**src/rtl/mem_order_pkg.sv**
```systemverilog
package mem_order_pkg;
  typedef struct packed {
    logic valid;
    logic store;
    logic aok;   // address present
    logic dok;   // store data present
    logic done;  // request issued
  } ent_flags_t;
endpackage

```
**src/rtl/mem_order_conflict.sv**
```systemverilog
module mem_order_conflict #(
  parameter int DEPTH = 8,
  parameter int AW    = 32,
  localparam int IW   = $clog2(DEPTH)
) (
  input  logic [DEPTH-1:0] vld_i,
  input  logic [DEPTH-1:0] str_i,
  input  logic [DEPTH-1:0] aok_i,
  input  logic [DEPTH-1:0] dok_i,
  input  logic [DEPTH-1:0] dne_i,
  input  logic [AW-1:0]    addr_i [DEPTH],
  input  logic [IW-1:0]    head_i,
  output logic [DEPTH-1:0] elig_o
);
  for (genvar i = 0; i < DEPTH; i++) begin : g_ent
    logic [IW-1:0] age_i;
    logic          blk;
    assign age_i = IW'(i) - head_i;
    always_comb begin
      blk = 1'b0;
      for (int j = 0; j < DEPTH; j++) begin
        if (vld_i[j] && ((IW'(j) - head_i) < age_i)) begin
          if (!aok_i[j]) blk = 1'b1;
          else if (!dne_i[j] && addr_i[j] == addr_i[i] && (str_i[i] || str_i[j]))
            blk = 1'b1;
        end
      end
    end
    assign elig_o[i] = vld_i[i] & ~dne_i[i] & aok_i[i] & (~str_i[i] | dok_i[i]) & ~blk;
  end
endmodule

```
**src/rtl/mem_order_pick.sv**
```systemverilog
module mem_order_pick #(
  parameter int DEPTH = 8,
  localparam int IW   = $clog2(DEPTH)
) (
  input  logic [DEPTH-1:0] elig_i,
  input  logic [IW-1:0]    head_i,
  output logic             found_o,
  output logic [IW-1:0]    sel_o
);
  always_comb begin
    found_o = 1'b0;
    sel_o   = '0;
    // scan youngest to oldest so the oldest hit is kept
    for (int k = DEPTH - 1; k >= 0; k--) begin
      if (elig_i[head_i + IW'(k)]) begin
        found_o = 1'b1;
        sel_o   = head_i + IW'(k);
      end
    end
  end
endmodule

```
**src/rtl/mem_order_queue.sv**
```systemverilog
module mem_order_queue
  import mem_order_pkg::*;
#(
  parameter int DEPTH = 8,   // power of two
  parameter int AW    = 32,
  parameter int DW    = 32,
  parameter int TW    = 6,
  parameter int IMMW  = 16,
  localparam int IW   = $clog2(DEPTH)
) (
  input  logic            clk_i,
  input  logic            rst_ni,
  input  logic            alloc_valid_i,
  input  logic            alloc_store_i,
  input  logic [TW-1:0]   alloc_tag_i,
  input  logic            alloc_data_valid_i,
  input  logic [DW-1:0]   alloc_data_i,
  output logic            full_o,
  input  logic            agen_valid_i,
  input  logic [AW-1:0]   agen_base_i,
  input  logic [IMMW-1:0] agen_imm_i,
  input  logic            bus_valid_i,
  input  logic [TW-1:0]   bus_tag_i,
  input  logic [DW-1:0]   bus_data_i,
  input  logic            mem_ready_i,
  output logic            req_valid_o,
  output logic            req_write_o,
  output logic [AW-1:0]   req_addr_o,
  output logic [DW-1:0]   req_wdata_o
);
  ent_flags_t       flg_q  [DEPTH];
  logic [AW-1:0]    addr_q [DEPTH];
  logic [DW-1:0]    data_q [DEPTH];
  logic [TW-1:0]    tag_q  [DEPTH];
  logic [IW-1:0]    head_q, tail_q, aptr_q;

  logic [DEPTH-1:0] vld_v, str_v, aok_v, dok_v, dne_v, elig;
  logic             found, alloc_fire, agen_fire, retire, issue;
  logic [IW-1:0]    sel;
  logic [AW-1:0]    eff_addr;

  always_comb begin
    for (int i = 0; i < DEPTH; i++) begin
      vld_v[i] = flg_q[i].valid;
      str_v[i] = flg_q[i].store;
      aok_v[i] = flg_q[i].aok;
      dok_v[i] = flg_q[i].dok;
      dne_v[i] = flg_q[i].done;
    end
  end

  mem_order_conflict #(.DEPTH(DEPTH), .AW(AW)) i_conflict (
    .vld_i (vld_v), .str_i (str_v), .aok_i (aok_v), .dok_i (dok_v), .dne_i (dne_v),
    .addr_i(addr_q), .head_i(head_q), .elig_o(elig)
  );

  mem_order_pick #(.DEPTH(DEPTH)) i_pick (
    .elig_i(elig), .head_i(head_q), .found_o(found), .sel_o(sel)
  );

  assign eff_addr   = agen_base_i + {{(AW-IMMW){agen_imm_i[IMMW-1]}}, agen_imm_i};
  assign full_o     = flg_q[tail_q].valid;
  assign alloc_fire = alloc_valid_i & ~flg_q[tail_q].valid;
  assign agen_fire  = agen_valid_i & flg_q[aptr_q].valid & ~flg_q[aptr_q].aok;
  assign retire     = flg_q[head_q].valid & flg_q[head_q].done;
  assign issue      = found & mem_ready_i;

  assign req_valid_o = issue;
  assign req_write_o = flg_q[sel].store;
  assign req_addr_o  = addr_q[sel];
  assign req_wdata_o = data_q[sel];

  always_ff @(posedge clk_i or negedge rst_ni) begin
    if (!rst_ni) begin
      head_q <= '0;
      tail_q <= '0;
      aptr_q <= '0;
      for (int i = 0; i < DEPTH; i++) begin
        flg_q[i]  <= '0;
        addr_q[i] <= '0;
        data_q[i] <= '0;
        tag_q[i]  <= '0;
      end
    end else begin
      for (int i = 0; i < DEPTH; i++) begin
        if (bus_valid_i && flg_q[i].valid && flg_q[i].store && !flg_q[i].dok
            && tag_q[i] == bus_tag_i) begin
          flg_q[i].dok <= 1'b1;
          data_q[i]    <= bus_data_i;
        end
      end
      if (issue) flg_q[sel].done <= 1'b1;
      if (agen_fire) begin
        flg_q[aptr_q].aok <= 1'b1;
        addr_q[aptr_q]    <= eff_addr;
        aptr_q            <= aptr_q + 1'b1;
      end
      if (retire) begin
        flg_q[head_q] <= '0;
        head_q        <= head_q + 1'b1;
      end
      if (alloc_fire) begin
        flg_q[tail_q] <= '{valid: 1'b1, store: alloc_store_i, aok: 1'b0,
                           dok: alloc_store_i & alloc_data_valid_i, done: 1'b0};
        data_q[tail_q] <= alloc_data_i;
        tag_q[tail_q]  <= alloc_tag_i;
        tail_q         <= tail_q + 1'b1;
      end
    end
  end
endmodule

```
**config.mk**
```make
export PLATFORM = sky130hd
export DESIGN_NAME = mem_order_queue
export DESIGN_NICKNAME = d
export VERILOG_FILES = /design/src/rtl/mem_order_pkg.sv /design/src/rtl/mem_order_conflict.sv /design/src/rtl/mem_order_pick.sv /design/src/rtl/mem_order_queue.sv
export SDC_FILE = /design/constraint.sdc
export NUM_CORES = 2
export LEC_CHECK = 0
export BUFFER_PORTS_ARGS = -buffer_cell sky130_fd_sc_hd__buf_2
export CAP_MARGIN = 20
export CORE_ASPECT_RATIO = 0.5
export CORE_MARGIN = 2
export CORE_UTILIZATION = 37
export DETAILED_ROUTE_END_ITERATION = 7
export GPL_TIMING_DRIVEN = 0
export PLACE_DENSITY_LB_ADDON = 0.3
export RECOVER_POWER = 25
export SLEW_MARGIN = 20
export SYNTH_ARGS = -nofsm -noshare
export SYNTH_HDL_FRONTEND = slang
export SYNTH_SLANG_ARGS = --single-unit
```
**constraint.sdc**
```tcl
create_clock -name clk_i -period 21.1 [get_ports clk_i]
set_input_delay 4.22 -clock clk_i [delete_from_list [all_inputs] [get_ports clk_i]]
set_output_delay 4.22 -clock clk_i [all_outputs]
set_load 0.05 [all_outputs]
```
==> flow_metrics.env <==
export IMPL_async_flop_share_pct=100
export IMPL_wl_per_cell_um=41.4
export IMPL_arrival_ns=10.36
export IMPL_gp_congestion=1.07
export IMPL_setup_viol=0
export IMPL_ys_warnings_count=0
export IMPL_drive_gt1_share_pct=17.2
export IMPL_tightest_slew_ns=5.33
export IMPL_ioPinCount=199
export IMPL_place_inst=6957
export IMPL_min_delay_start="tag_q[40]"
export IMPL_cts_root_buf="clkbuf_16"
export IMPL_synth_edf_count=0
export IMPL_drv_slew=374
export IMPL_grt_pass1_wl_um=387000
export IMPL_netlist_area_leader_share_pct=32.5
export IMPL_synth_seq_cells=609
export IMPL_cp_start_kind="register"
export IMPL_ys_flop_type="dfrtp_1"
export IMPL_rows=92
export IMPL_port_buffers=125
export IMPL_wirelength_um=293000
export IMPL_period_share_pct=69.1
export IMPL_drt_iter0_drc=6329
export IMPL_drv_cap=5
export IMPL_critPathMaxFanout=15
export IMPL_worstReg2RegStart="head_q[2]"
export IMPL_clk_pin_slew_worst_paths_ns=0.07
export IMPL_ys_top_cells_by_area="dfrtp_1, xor2_1, mux2i_1"
export IMPL_clock_latency_ns=0.71
export IMPL_syn_area_mm2=0.0469
export IMPL_coreArea_mm2=0.126
export IMPL_ys_types=96
export IMPL_status="finished, violations left"
export IMPL_dp_hpwl_um=211000
export IMPL_dieArea_mm2=0.130
export IMPL_syn_avg_cell_area_um2=9.16
export IMPL_hold_viol=0
export IMPL_relSlewSlack_pct=-255
export IMPL_synth_top_cell_by_area="dfrtp_1"
export IMPL_clock_path_buffers=3
export IMPL_numCtsBuffers=59
export IMPL_postCtsSetupRepairBufs=0
export IMPL_final_util_pct=41.3
export IMPL_grt_max_degree=98
export IMPL_final_cells=7077
export IMPL_tns_ns=0
export IMPL_violations="max-capacitance violations, max-slew violations"
export IMPL_cts_resized=0
export IMPL_ys_seq_area_share_pct=32.5
export IMPL_netlist_instances=5122
export IMPL_holdWs_ns=0.501
export IMPL_clock_sinks=609
export IMPL_fin_crit_ns=14.58
export IMPL_grt_overflow_total=0
export IMPL_holdCritPathClass="reg2reg"
export IMPL_cts_tree="built"
export IMPL_rsz0062_at_grt="no"
export IMPL_cp_slowest_cell="a2111oi_0"
export IMPL_fp_dieW_um=508
export IMPL_postCtsHoldBufs=0
export IMPL_required_ns=16.88
export IMPL_path_class="reg2out"
export IMPL_nets=5523
export IMPL_via_per_inst=6.36
export IMPL_drtAntennaViolNets=0
export IMPL_track_usage_pct=43.9
export IMPL_start_util_pct=37.3
export IMPL_finalClockSkew_ns=0.0461
export IMPL_dr_pass1_iters=7
export IMPL_antenna_found_initial=37
export IMPL_cp_end_kind="primary output"
export IMPL_drc=0
export IMPL_dr_total_vias=44983
export IMPL_setup_worst_path_start="head_q[2]"
export IMPL_syn2layout_area_growth_pct=10.9
export IMPL_grt_pass1_vias=42779
export IMPL_die_h_um=256
export IMPL_clock_fmax_mhz=68.6
export IMPL_fill_cells=12587
export IMPL_synth_net_count=5318
export IMPL_cts_htree_levels=2
export IMPL_crit_chain="clkbuf_1 > inv_2 > ha_1 > clkbuf_8 > clkinv_1 > ha_1 > a21o_1 > or2_1 > nand2_1 > nor4_1 > a2111oi_0 > nand4b_2 > o22a_2 > mux4_2 > o31ai_1 > a2bb2oi_1 > o311ai_4 > buf_6 > buf_6 > clkbuf_1 > a2111oi_0 > a211oi_1 > buf_2"
export IMPL_cp_slowest_stage_delay_ns=0.90
flip-flops by register name, indices dropped and copies added, names as in the netlist:
signal / count
addr_q: 256
head_q: 3
dne_v: 8
aptr_q: 3
tail_q: 3
flg_q: 16
tag_q: 48
aok_v: 8
dok_v: 8
data_q: 256
metrics by stage:
stage	worst slack (ns)	cell area, µm²
3_5_place_dp	8.07	50200
3_3_place_gp	2.58	49700
2_1_floorplan	10.22	46900
4_1_cts	7.31	52100
6_report	6.52	52100
5_1_grt	6.43	52000
kinds of logic after synthesis:
kind of cell,Yosys count,share of synthesized area [%]
compound gates,839,11.8
flops,609,32.5
buf+inv,626,6.94
xor+xnor,975,18.2
fa+ha+maj,64,1.72
simple gates,1394,14.7
mux,615,14.2
area by class of cell:
type                            instances  area (µm²)  share of cell area, %
Multi-Input combinational cell       3887       28600                   55.0
Sequential cell                       609       15200                   29.3
Buffer                                576        3070                   5.89
Tap cell                             1692        2120                   4.07
Clock buffer                           91        1730                   3.32
Timing Repair Buffer                  144         835                   1.60
Clock inverter                         15         213                  0.409
Inverter                               50         188                  0.360
Antenna cell                           13        32.5                 0.0625
layer usage:
layer  GRT usage, %  vias up  wire length (µm)
met5              0        -                68
met1           58.5    23063            121000
met3           13.5      698             32700
met4           22.4       10             18200
met2           63.6     2987            121000
li1               -    18225                 -
cell usage after synthesis, types with 45 or more instances:
library cell,instances
xor2_1,659
nand2_1,629
dfrtp_1,609
o21ai_0,375
mux2i_1,364
xnor2_1,316
buf_2,258
mux2_2,236
nor4_1,189
clkbuf_1,175
nor2b_1,138
a2111oi_0,123
nor2_1,108
nand4_1,97
a211oi_1,70
nand3_1,69
a21oi_1,68
ha_1,63
buf_1,54
a31oi_1,46
inv_1,45
final timing paths:
check / to / slack, ns / cells past startpoint
max: req_wdata_o[16] / 6.52 / 23
min: tag_q[40] / 0.50 / 2
max reg2reg: dne_v[6] / 12.27 / 22
min reg2reg: tag_q[40] / 0.50 / 2
max in group asynchronous: aok_v[7] / 9.43 / 3
min in group asynchronous: data_q[171] / 4.16 / 1
critical path, delay by kind of cell, from the launching register on:
kind	cells	cell delay [ns]
AOI/OAI and AO/OA	8	3.29
adders and majority gates	2	1.08
buffers and inverters	8	3.31
DFF	1	0.55
muxes	1	0.48
and+or+nand+nor	4	0.91
cell usage in the layout (no fill, tap or decap), drive strengths merged, types with 8 or more instances in the layout:
| cell type | n |
|---|---|
| nor3 | 34 |
| xor2 | 659 |
| nand2b | 25 |
| buf | 477 |
| nand3 | 72 |
| nor4 | 193 |
| nand2 | 629 |
| nand4 | 99 |
| a21o | 20 |
| xnor2 | 316 |
| nor2b | 138 |
| inv | 50 |
| or3 | 11 |
| mux2i | 364 |
| mux2 | 236 |
| or2 | 15 |
| clkbuf | 329 |
| nand4b | 9 |
| o21ai | 376 |
| o21a | 9 |
| nor2 | 109 |
| or4 | 11 |
| dfrtp | 609 |
| or2b | 9 |
| and2b | 12 |
| o22ai | 9 |
| diode | 13 |
| a211oi | 73 |
| a221oi | 8 |
| a31oi | 46 |
| o211ai | 21 |
| and3 | 8 |
| clkinv | 10 |
| a21oi | 68 |
| ha | 63 |
| mux4 | 15 |
| a2111oi | 137 |
Power is not shown: default switching activity piles up to over one toggle a cycle in this logic, so the estimate is an artifact.
